<file path="src/rtl/irq_pkg.sv">
package irq_pkg;
  localparam int LVL_W    = 3;
  localparam int VEC_W    = 8;
  localparam int SR_W     = 16;
  localparam int RDY_BIT  = 15;
  localparam int IE_BIT   = 14;
  typedef logic [LVL_W-1:0] lvl_t;
  typedef logic [VEC_W-1:0] vec_t;
  typedef logic [SR_W-1:0]  sreg_t;
endpackage

</file>
<file path="src/rtl/irq_status_regs.sv">
module irq_status_regs
  import irq_pkg::*;
#(
  parameter int NDEV  = 4,
  parameter int IDX_W = $clog2(NDEV)
) (
  input  logic             clk,
  input  logic             rst_n,
  input  logic [NDEV-1:0]  dev_ready,
  input  logic             wr_en,
  input  logic [IDX_W-1:0] wr_sel,
  input  sreg_t            wr_data,
  input  logic [IDX_W-1:0] rd_sel,
  output sreg_t            rd_data,
  output logic [NDEV-1:0]  req
);
  logic [NDEV-1:0] en_q, en_d;

  always_comb begin
    en_d = en_q;
    if (wr_en) en_d[wr_sel] = wr_data[IE_BIT];
  end

  always_ff @(posedge clk or negedge rst_n) begin
    if (!rst_n) en_q <= '0;
    else        en_q <= en_d;
  end

  always_comb begin
    rd_data = '0;
    rd_data[RDY_BIT] = dev_ready[rd_sel];
    rd_data[IE_BIT]  = en_q[rd_sel];
  end

  assign req = dev_ready & en_q;

  // the written bit 14 lands in the selected enable flag
  p_en_write_r2: assert property (@(posedge clk) disable iff (!rst_n)
    wr_en |=> en_q[$past(wr_sel)] == $past(wr_data[IE_BIT]));

  // with no write, enables hold
  p_en_hold_r2: assert property (@(posedge clk) disable iff (!rst_n)
    !wr_en |=> $stable(en_q));
endmodule

</file>
<file path="src/rtl/irq_prio_select.sv">
module irq_prio_select
  import irq_pkg::*;
#(
  parameter int                    NDEV    = 4,
  parameter int                    IDX_W   = $clog2(NDEV),
  parameter logic [NDEV*LVL_W-1:0] DEV_LVL = '0
) (
  input  logic [NDEV-1:0]  req,
  output logic             found,
  output lvl_t             best_lvl,
  output logic [IDX_W-1:0] best_idx
);
  lvl_t lvl_of [NDEV];

  generate
    for (genvar g = 0; g < NDEV; g++) begin : g_lvl
      assign lvl_of[g] = DEV_LVL[g*LVL_W +: LVL_W];
    end
  endgenerate

  // Scan from the top index down; ">=" lets a lower index take a tie
  always_comb begin
    found    = 1'b0;
    best_lvl = '0;
    best_idx = '0;
    for (int i = NDEV-1; i >= 0; i--) begin
      if (req[i] && (!found || lvl_of[i] >= best_lvl)) begin
        found    = 1'b1;
        best_lvl = lvl_of[i];
        best_idx = IDX_W'(i);
      end
    end
  end
endmodule

</file>
<file path="src/rtl/irq_out_stage.sv">
module irq_out_stage
  import irq_pkg::*;
#(
  parameter int   IDX_W    = 2,
  parameter vec_t VEC_BASE = 8'h80
) (
  input  logic             clk,
  input  logic             rst_n,
  input  logic             fetch_bnd,
  input  logic             found,
  input  lvl_t             best_lvl,
  input  logic [IDX_W-1:0] best_idx,
  input  lvl_t             cur_pl,
  output logic             irq,
  output lvl_t             irq_level,
  output vec_t             irq_vector
);
  logic irq_d;
  lvl_t lvl_d;
  vec_t vec_d;

  always_comb begin
    irq_d = irq;
    lvl_d = irq_level;
    vec_d = irq_vector;
    if (fetch_bnd) begin
      irq_d = found && (best_lvl > cur_pl);
      lvl_d = irq_d ? best_lvl : '0;
      vec_d = irq_d ? (VEC_BASE + VEC_W'(best_idx)) : '0;
    end
  end

  always_ff @(posedge clk or negedge rst_n) begin
    if (!rst_n) begin
      irq        <= 1'b0;
      irq_level  <= '0;
      irq_vector <= '0;
    end else begin
      irq        <= irq_d;
      irq_level  <= lvl_d;
      irq_vector <= vec_d;
    end
  end

  // outputs frozen without a boundary strobe
  p_hold_r8: assert property (@(posedge clk) disable iff (!rst_n)
    !fetch_bnd |=> $stable(irq) && $stable(irq_level) && $stable(irq_vector));

  // a candidate not strictly above the running level never raises irq
  p_strict_r7: assert property (@(posedge clk) disable iff (!rst_n)
    fetch_bnd && !(found && best_lvl > cur_pl) |=> !irq);

  // idle outputs read zero
  p_idle_zero_r9: assert property (@(posedge clk) disable iff (!rst_n)
    !irq |-> irq_level == '0 && irq_vector == '0);

  // nothing pending at a boundary means no request afterwards
  p_no_req_r4: assert property (@(posedge clk) disable iff (!rst_n)
    fetch_bnd && !found |=> !irq);
endmodule

</file>
<file path="src/rtl/prio_irq_ctrl.sv">
module prio_irq_ctrl
  import irq_pkg::*;
#(
  parameter int                    NDEV     = 4,
  parameter logic [NDEV*LVL_W-1:0] DEV_LVL  = {3'd1, 3'd6, 3'd4, 3'd4},
  parameter logic [VEC_W-1:0]      VEC_BASE = 8'h80,
  localparam int                   IDX_W    = $clog2(NDEV)
) (
  input  logic              clk,
  input  logic              rst_n,
  input  logic [NDEV-1:0]   dev_ready,
  input  logic              wr_en,
  input  logic [IDX_W-1:0]  wr_sel,
  input  logic [SR_W-1:0]   wr_data,
  input  logic [IDX_W-1:0]  rd_sel,
  output logic [SR_W-1:0]   rd_data,
  input  logic [LVL_W-1:0]  cur_pl,
  input  logic              fetch_bnd,
  output logic              irq,
  output logic [LVL_W-1:0]  irq_level,
  output logic [VEC_W-1:0]  irq_vector
);
  logic [1:0]      rst_sync;
  logic            rst_int_n;
  logic [NDEV-1:0] req;
  logic            found;
  lvl_t            best_lvl;
  logic [IDX_W-1:0] best_idx;

  // Asynchronous assert, synchronous release
  always_ff @(posedge clk or negedge rst_n) begin
    if (!rst_n) rst_sync <= 2'b00;
    else        rst_sync <= {rst_sync[0], 1'b1};
  end
  assign rst_int_n = rst_sync[1];

  irq_status_regs #(.NDEV(NDEV), .IDX_W(IDX_W)) u_regs (
    .clk(clk), .rst_n(rst_int_n), .dev_ready(dev_ready),
    .wr_en(wr_en), .wr_sel(wr_sel), .wr_data(wr_data),
    .rd_sel(rd_sel), .rd_data(rd_data), .req(req)
  );

  irq_prio_select #(.NDEV(NDEV), .IDX_W(IDX_W), .DEV_LVL(DEV_LVL)) u_sel (
    .req(req), .found(found), .best_lvl(best_lvl), .best_idx(best_idx)
  );

  irq_out_stage #(.IDX_W(IDX_W), .VEC_BASE(VEC_BASE)) u_out (
    .clk(clk), .rst_n(rst_int_n), .fetch_bnd(fetch_bnd),
    .found(found), .best_lvl(best_lvl), .best_idx(best_idx),
    .cur_pl(cur_pl), .irq(irq), .irq_level(irq_level), .irq_vector(irq_vector)
  );

  // outputs are quiet while internal reset holds
  p_reset_quiet_r1: assert property (@(posedge clk)
    !rst_int_n |-> !irq && irq_level == '0 && irq_vector == '0);
endmodule

</file>
<file path="config.mk">
export PLATFORM = sky130hd
export DESIGN_NAME = prio_irq_ctrl
export DESIGN_NICKNAME = d
export VERILOG_FILES = /design/src/rtl/irq_pkg.sv /design/src/rtl/irq_status_regs.sv /design/src/rtl/irq_prio_select.sv /design/src/rtl/irq_out_stage.sv /design/src/rtl/prio_irq_ctrl.sv
export SDC_FILE = /design/constraint.sdc
export NUM_CORES = 1
export LEC_CHECK = 0
export BUFFER_PORTS_ARGS = -buffer_cell sky130_fd_sc_hd__buf_2
export CAP_MARGIN = 20
export CORE_MARGIN = 2
export CORE_UTILIZATION = 40
export CTS_CLUSTER_SIZE = 25
export DETAILED_ROUTE_END_ITERATION = 8
export GPL_TIMING_DRIVEN = 0
export PLACE_DENSITY = 0.81
export RECOVER_POWER = 50
export REMOVE_ABC_BUFFERS = 1
export SYNTH_ARGS = -nofsm -noshare
export SYNTH_HDL_FRONTEND = slang
export SYNTH_HIERARCHICAL = 1
export SYNTH_SLANG_ARGS = --single-unit
export TNS_END_PERCENT = 50
</file>
<file path="constraint.sdc">
create_clock -name clk -period 1.4 [get_ports clk]
set_input_delay 0.07 -clock clk [delete_from_list [all_inputs] [get_ports clk]]
set_output_delay 0.07 -clock clk [all_outputs]
set_load 0.02 [all_outputs]
</file>
==> impl_metrics.prom <==
# TYPE chip_impl_metric gauge
chip_impl_info{name="status",value="finished, violations left"} 1
chip_impl_info{name="violations_in_the_final_reports",value="setup timing"} 1
chip_impl_info{name="critical-path-top-delay-family",value="simple AND/OR/NAND/NOR gates"} 1
chip_impl_metric{name="final_setup_violation_count",unit=""} 7
chip_impl_metric{name="grt-ovfl-total",unit=""} 0
chip_impl_metric{name="synth.distinct_cells",unit=""} 22
chip_impl_metric{name="drive_gt1_share",unit="%"} 48.31
chip_impl_metric{name="power.total",unit="uW"} 1113
chip_impl_metric{name="routed_via_density",unit=""} 4.428
chip_impl_info{name="r2r-end",value="u_out/irq_vector[1]"} 1
chip_impl_metric{name="routed_vias",unit=""} 642
chip_impl_metric{name="dr.first_iter.drc_count",unit=""} 2
chip_impl_metric{name="placedInstanceArea",unit="sq um"} 902.1
chip_impl_info{name="yosys_most_used_dff",value="sky130_fd_sc_hd__dfrtp_1"} 1
chip_impl_metric{name="grt_pass1_wl",unit="um"} 2408
chip_impl_metric{name="syn_inst",unit=""} 84
chip_impl_metric{name="groute.usage.overall",unit="%"} 12.66
chip_impl_metric{name="number_of_global_route_vias_before_repair",unit=""} 566
chip_impl_metric{name="layout.nets",unit=""} 154
chip_impl_info{name="cp-endpoint",value="u_out/irq_vector[1]"} 1
chip_impl_info{name="hold_class",value="input port to flip-flop"} 1
chip_impl_metric{name="final_core_density",unit="%"} 54.72
chip_impl_metric{name="die_h",unit="um"} 49.78
chip_impl_metric{name="layout_worst_path_cycle_share",unit="%"} 143.1
chip_impl_info{name="cp_startpoint",value="u_regs/en_q[1]"} 1
chip_impl_metric{name="ir_worst_vdd",unit="V"} 0.0006466
chip_impl_metric{name="antenna-diode-count",unit=""} 0
chip_impl_metric{name="leakage",unit="uW"} 0.0005606
chip_impl_metric{name="finalHoldViolCount",unit=""} 0
chip_impl_metric{name="slowest_delay",unit="ns"} 0.43
chip_impl_info{name="worst-setup-path-type",value="flip-flop to flip-flop"} 1
chip_impl_info{name="cts_tree",value="done"} 1
chip_impl_metric{name="area_delta_synth_final",unit="%"} 28.06
chip_impl_metric{name="drt_first_pass_iters",unit=""} 2
chip_impl_metric{name="insertion_delay",unit="ns"} 0.26
chip_impl_metric{name="port_buffers",unit=""} 24
chip_impl_metric{name="crit_path_max_fanout",unit=""} 6
chip_impl_metric{name="tns",unit="ns"} -3.615
chip_impl_metric{name="post_synth_instance_area",unit="sq um"} 838.3
chip_impl_info{name="r2r-start",value="u_regs/en_q[1]"} 1
chip_impl_metric{name="dp_hpwl",unit="um"} 1132
chip_impl_metric{name="clkSlewWorstSetupHoldPaths",unit="ns"} 0.07
chip_impl_metric{name="critical_path.n_buffers_inverters",unit=""} 0
chip_impl_info{name="start_kind",value="flip-flop"} 1
chip_impl_info{name="clock-root-buffer",value="sky130_fd_sc_hd__clkbuf_4"} 1
chip_impl_metric{name="cp.required",unit="ns"} 1.52
chip_impl_metric{name="ys_seq_area_share",unit="%"} 35.82
chip_impl_metric{name="clk_path_buf_depth",unit=""} 2
chip_impl_metric{name="final_worst_setup_slack",unit="ns"} -0.6027
chip_impl_metric{name="die-width",unit="um"} 49.78
chip_impl_metric{name="pin_count_of_the_biggest_net_entering_global_routing",unit=""} 11
chip_impl_metric{name="min_delay_path_depth",unit=""} 2
chip_impl_metric{name="placementRows",unit=""} 16
chip_impl_info{name="cp-end-kind",value="flip-flop"} 1
chip_impl_metric{name="fp.coreArea",unit="sq um"} 1962
chip_impl_metric{name="finalWorstPathRequiredPeriod",unit="ns"} 2.003
chip_impl_info{name="crit_chain",value="and2_4, or3_4, ha_4, and3b_2, o2111ai_4, o22ai_1"} 1
chip_impl_metric{name="number_of_stages_on_the_worst_setup_path",unit=""} 6
chip_impl_metric{name="syn_area_per_cell",unit="sq um"} 9.980
chip_impl_metric{name="stdcell_area",unit="sq um"} 1074
chip_impl_metric{name="tritoncts.num_buffers",unit=""} 3
chip_impl_metric{name="cts.htree.levels",unit=""} 1
chip_impl_metric{name="synth_edf_count",unit=""} 0
chip_impl_metric{name="antenna_violating_nets_left",unit=""} 0
chip_impl_metric{name="io-pin-count",unit=""} 59
chip_impl_metric{name="synth-seq-cells",unit=""} 12
chip_impl_metric{name="die_area",unit="sq um"} 2478
chip_impl_metric{name="regToRegSetupSlack",unit="ns"} -0.60
chip_impl_metric{name="cts_num_sinks",unit=""} 12
chip_impl_metric{name="clock_skew",unit="ns"} 0.002456
chip_impl_metric{name="timing.critical_path.arrival",unit="ns"} 2.13
chip_impl_metric{name="drt-wirelength-per-cell",unit="um"} 11.16
chip_impl_metric{name="initial_antenna_violation_count",unit=""} 0
chip_impl_metric{name="reg2reg_path_depth",unit=""} 6
chip_impl_metric{name="fmax",unit="MHz"} 499.3
chip_impl_metric{name="routabilityCongestion",unit=""} 0.7083
chip_impl_info{name="grt_setup_unrepaired",value="true"} 1
chip_impl_metric{name="drc",unit=""} 0
chip_impl_metric{name="asyncSetResetFlopFracSynth",unit="%"} 100.0
chip_impl_metric{name="drt_wl_total",unit="um"} 1618
chip_impl_metric{name="max-cap-violations",unit=""} 0
chip_impl_metric{name="slew_violations",unit=""} 0
chip_impl_metric{name="holdWs",unit="ns"} 0.08648
chip_impl_info{name="cpMaxStageDelayCell",value="sky130_fd_sc_hd__or3_4"} 1
chip_impl_metric{name="synth_warnings",unit=""} 6
chip_impl_metric{name="pwr_density_cell",unit="nW/um^2"} 1037
chip_impl_metric{name="initial_core_util",unit="%"} 42.73
## per-layer routing
layer | track usage (%) | share of wire [%] | wire length (um)
met1 | 13.90 | 38 | 620
met2 | 23.78 | 56 | 908
met3 | 1.818 | 4.8 | 77
met4 | 5.556 | 0.68 | 11
met5 | 0 | 0 | 0
## logic make-up after synthesis
kind of cell | share of synthesized area (%)
DFF | 35.82
other | 1.343
adders and majority gates | 4.478
AOI/OAI and AO/OA | 9.254
and+or+nand+nor | 12.39
buffers and inverters | 25.07
muxes | 11.64
## through the flow
stage	instances	setup slack, ns
6_report	145	-0.6027
5_1_grt	145	-0.6740
4_1_cts	140	-0.5298
2_1_floorplan	80	-0.5033
3_5_place_dp	131	-0.6959
3_3_place_gp	131	-0.6273
## state kept, by name, indices dropped and copies added, names as in the netlist
register          cells
rst_sync              2
u_out/irq_level       3
u_out/irq_vector      3
u_regs/en_q           4
## worst min path at each step
stage	start	to	slack [ns]
floorplan	rst_n	rst_sync[0]	-0.23
global placement	rst_n	rst_sync[0]	-0.15
detailed placement	rst_n	rst_sync[0]	-0.14
CTS	wr_data[14]	u_regs/en_q[2]	0.08
global route	wr_data[14]	u_regs/en_q[0]	0.08
finish	wr_data[14]	u_regs/en_q[2]	0.09
## cells in the mapped netlist, types with 2 or more instances
cell type	count	area (sq um)
sky130_fd_sc_hd__dfrtp_1	12	300.3
sky130_fd_sc_hd__inv_1	15	56.30
sky130_fd_sc_hd__nor2_1	2	7.510
sky130_fd_sc_hd__mux2_2	4	45.04
sky130_fd_sc_hd__conb_1	3	11.26
sky130_fd_sc_hd__nand3b_1	2	15.01
sky130_fd_sc_hd__o22ai_1	5	31.28
sky130_fd_sc_hd__nand3_1	2	10.01
sky130_fd_sc_hd__mux4_1	2	52.55
sky130_fd_sc_hd__ha_1	3	37.54
sky130_fd_sc_hd__buf_4	20	150.1
sky130_fd_sc_hd__and2_1	4	25.02
## where the power goes
| group | internal [uW] | switching (uW) |
|---|---|---|
| sequential | 394 | 31.2 |
| clock | 99.0 | 96.3 |
| combinational | 230 | 263 |
## layout by cell type (no fill, tap or decap), types with 2 or more instances in the layout
cell	count
sky130_fd_sc_hd__o22ai_2	4
sky130_fd_sc_hd__inv_1	14
sky130_fd_sc_hd__mux4_1	2
sky130_fd_sc_hd__clkbuf_4	3
sky130_fd_sc_hd__nand3b_1	2
sky130_fd_sc_hd__dfrtp_1	12
sky130_fd_sc_hd__buf_2	23
sky130_fd_sc_hd__conb_1	20
sky130_fd_sc_hd__buf_4	10
sky130_fd_sc_hd__and2_4	3
sky130_fd_sc_hd__mux2_2	4
## cell type report
type / instances / area, sq um
timing repair buffer: 35 / 203.9
multi-input combinational: 53 / 456.7
inverter: 15 / 56.30
sequential: 12 / 300.3
tap: 27 / 33.78
clock buffer: 3 / 22.52
fill: 196 / 888.4
## repair_timing
item,4_1_cts,5_1_grt
resized for setup,9,7
setup buffers,5,5
setup endpoints to repair,6,7
pin swaps,10,9
hold endpoints to repair,2,0
hold buffers,1,0
Note: power is estimated with default switching activity, not from simulation.
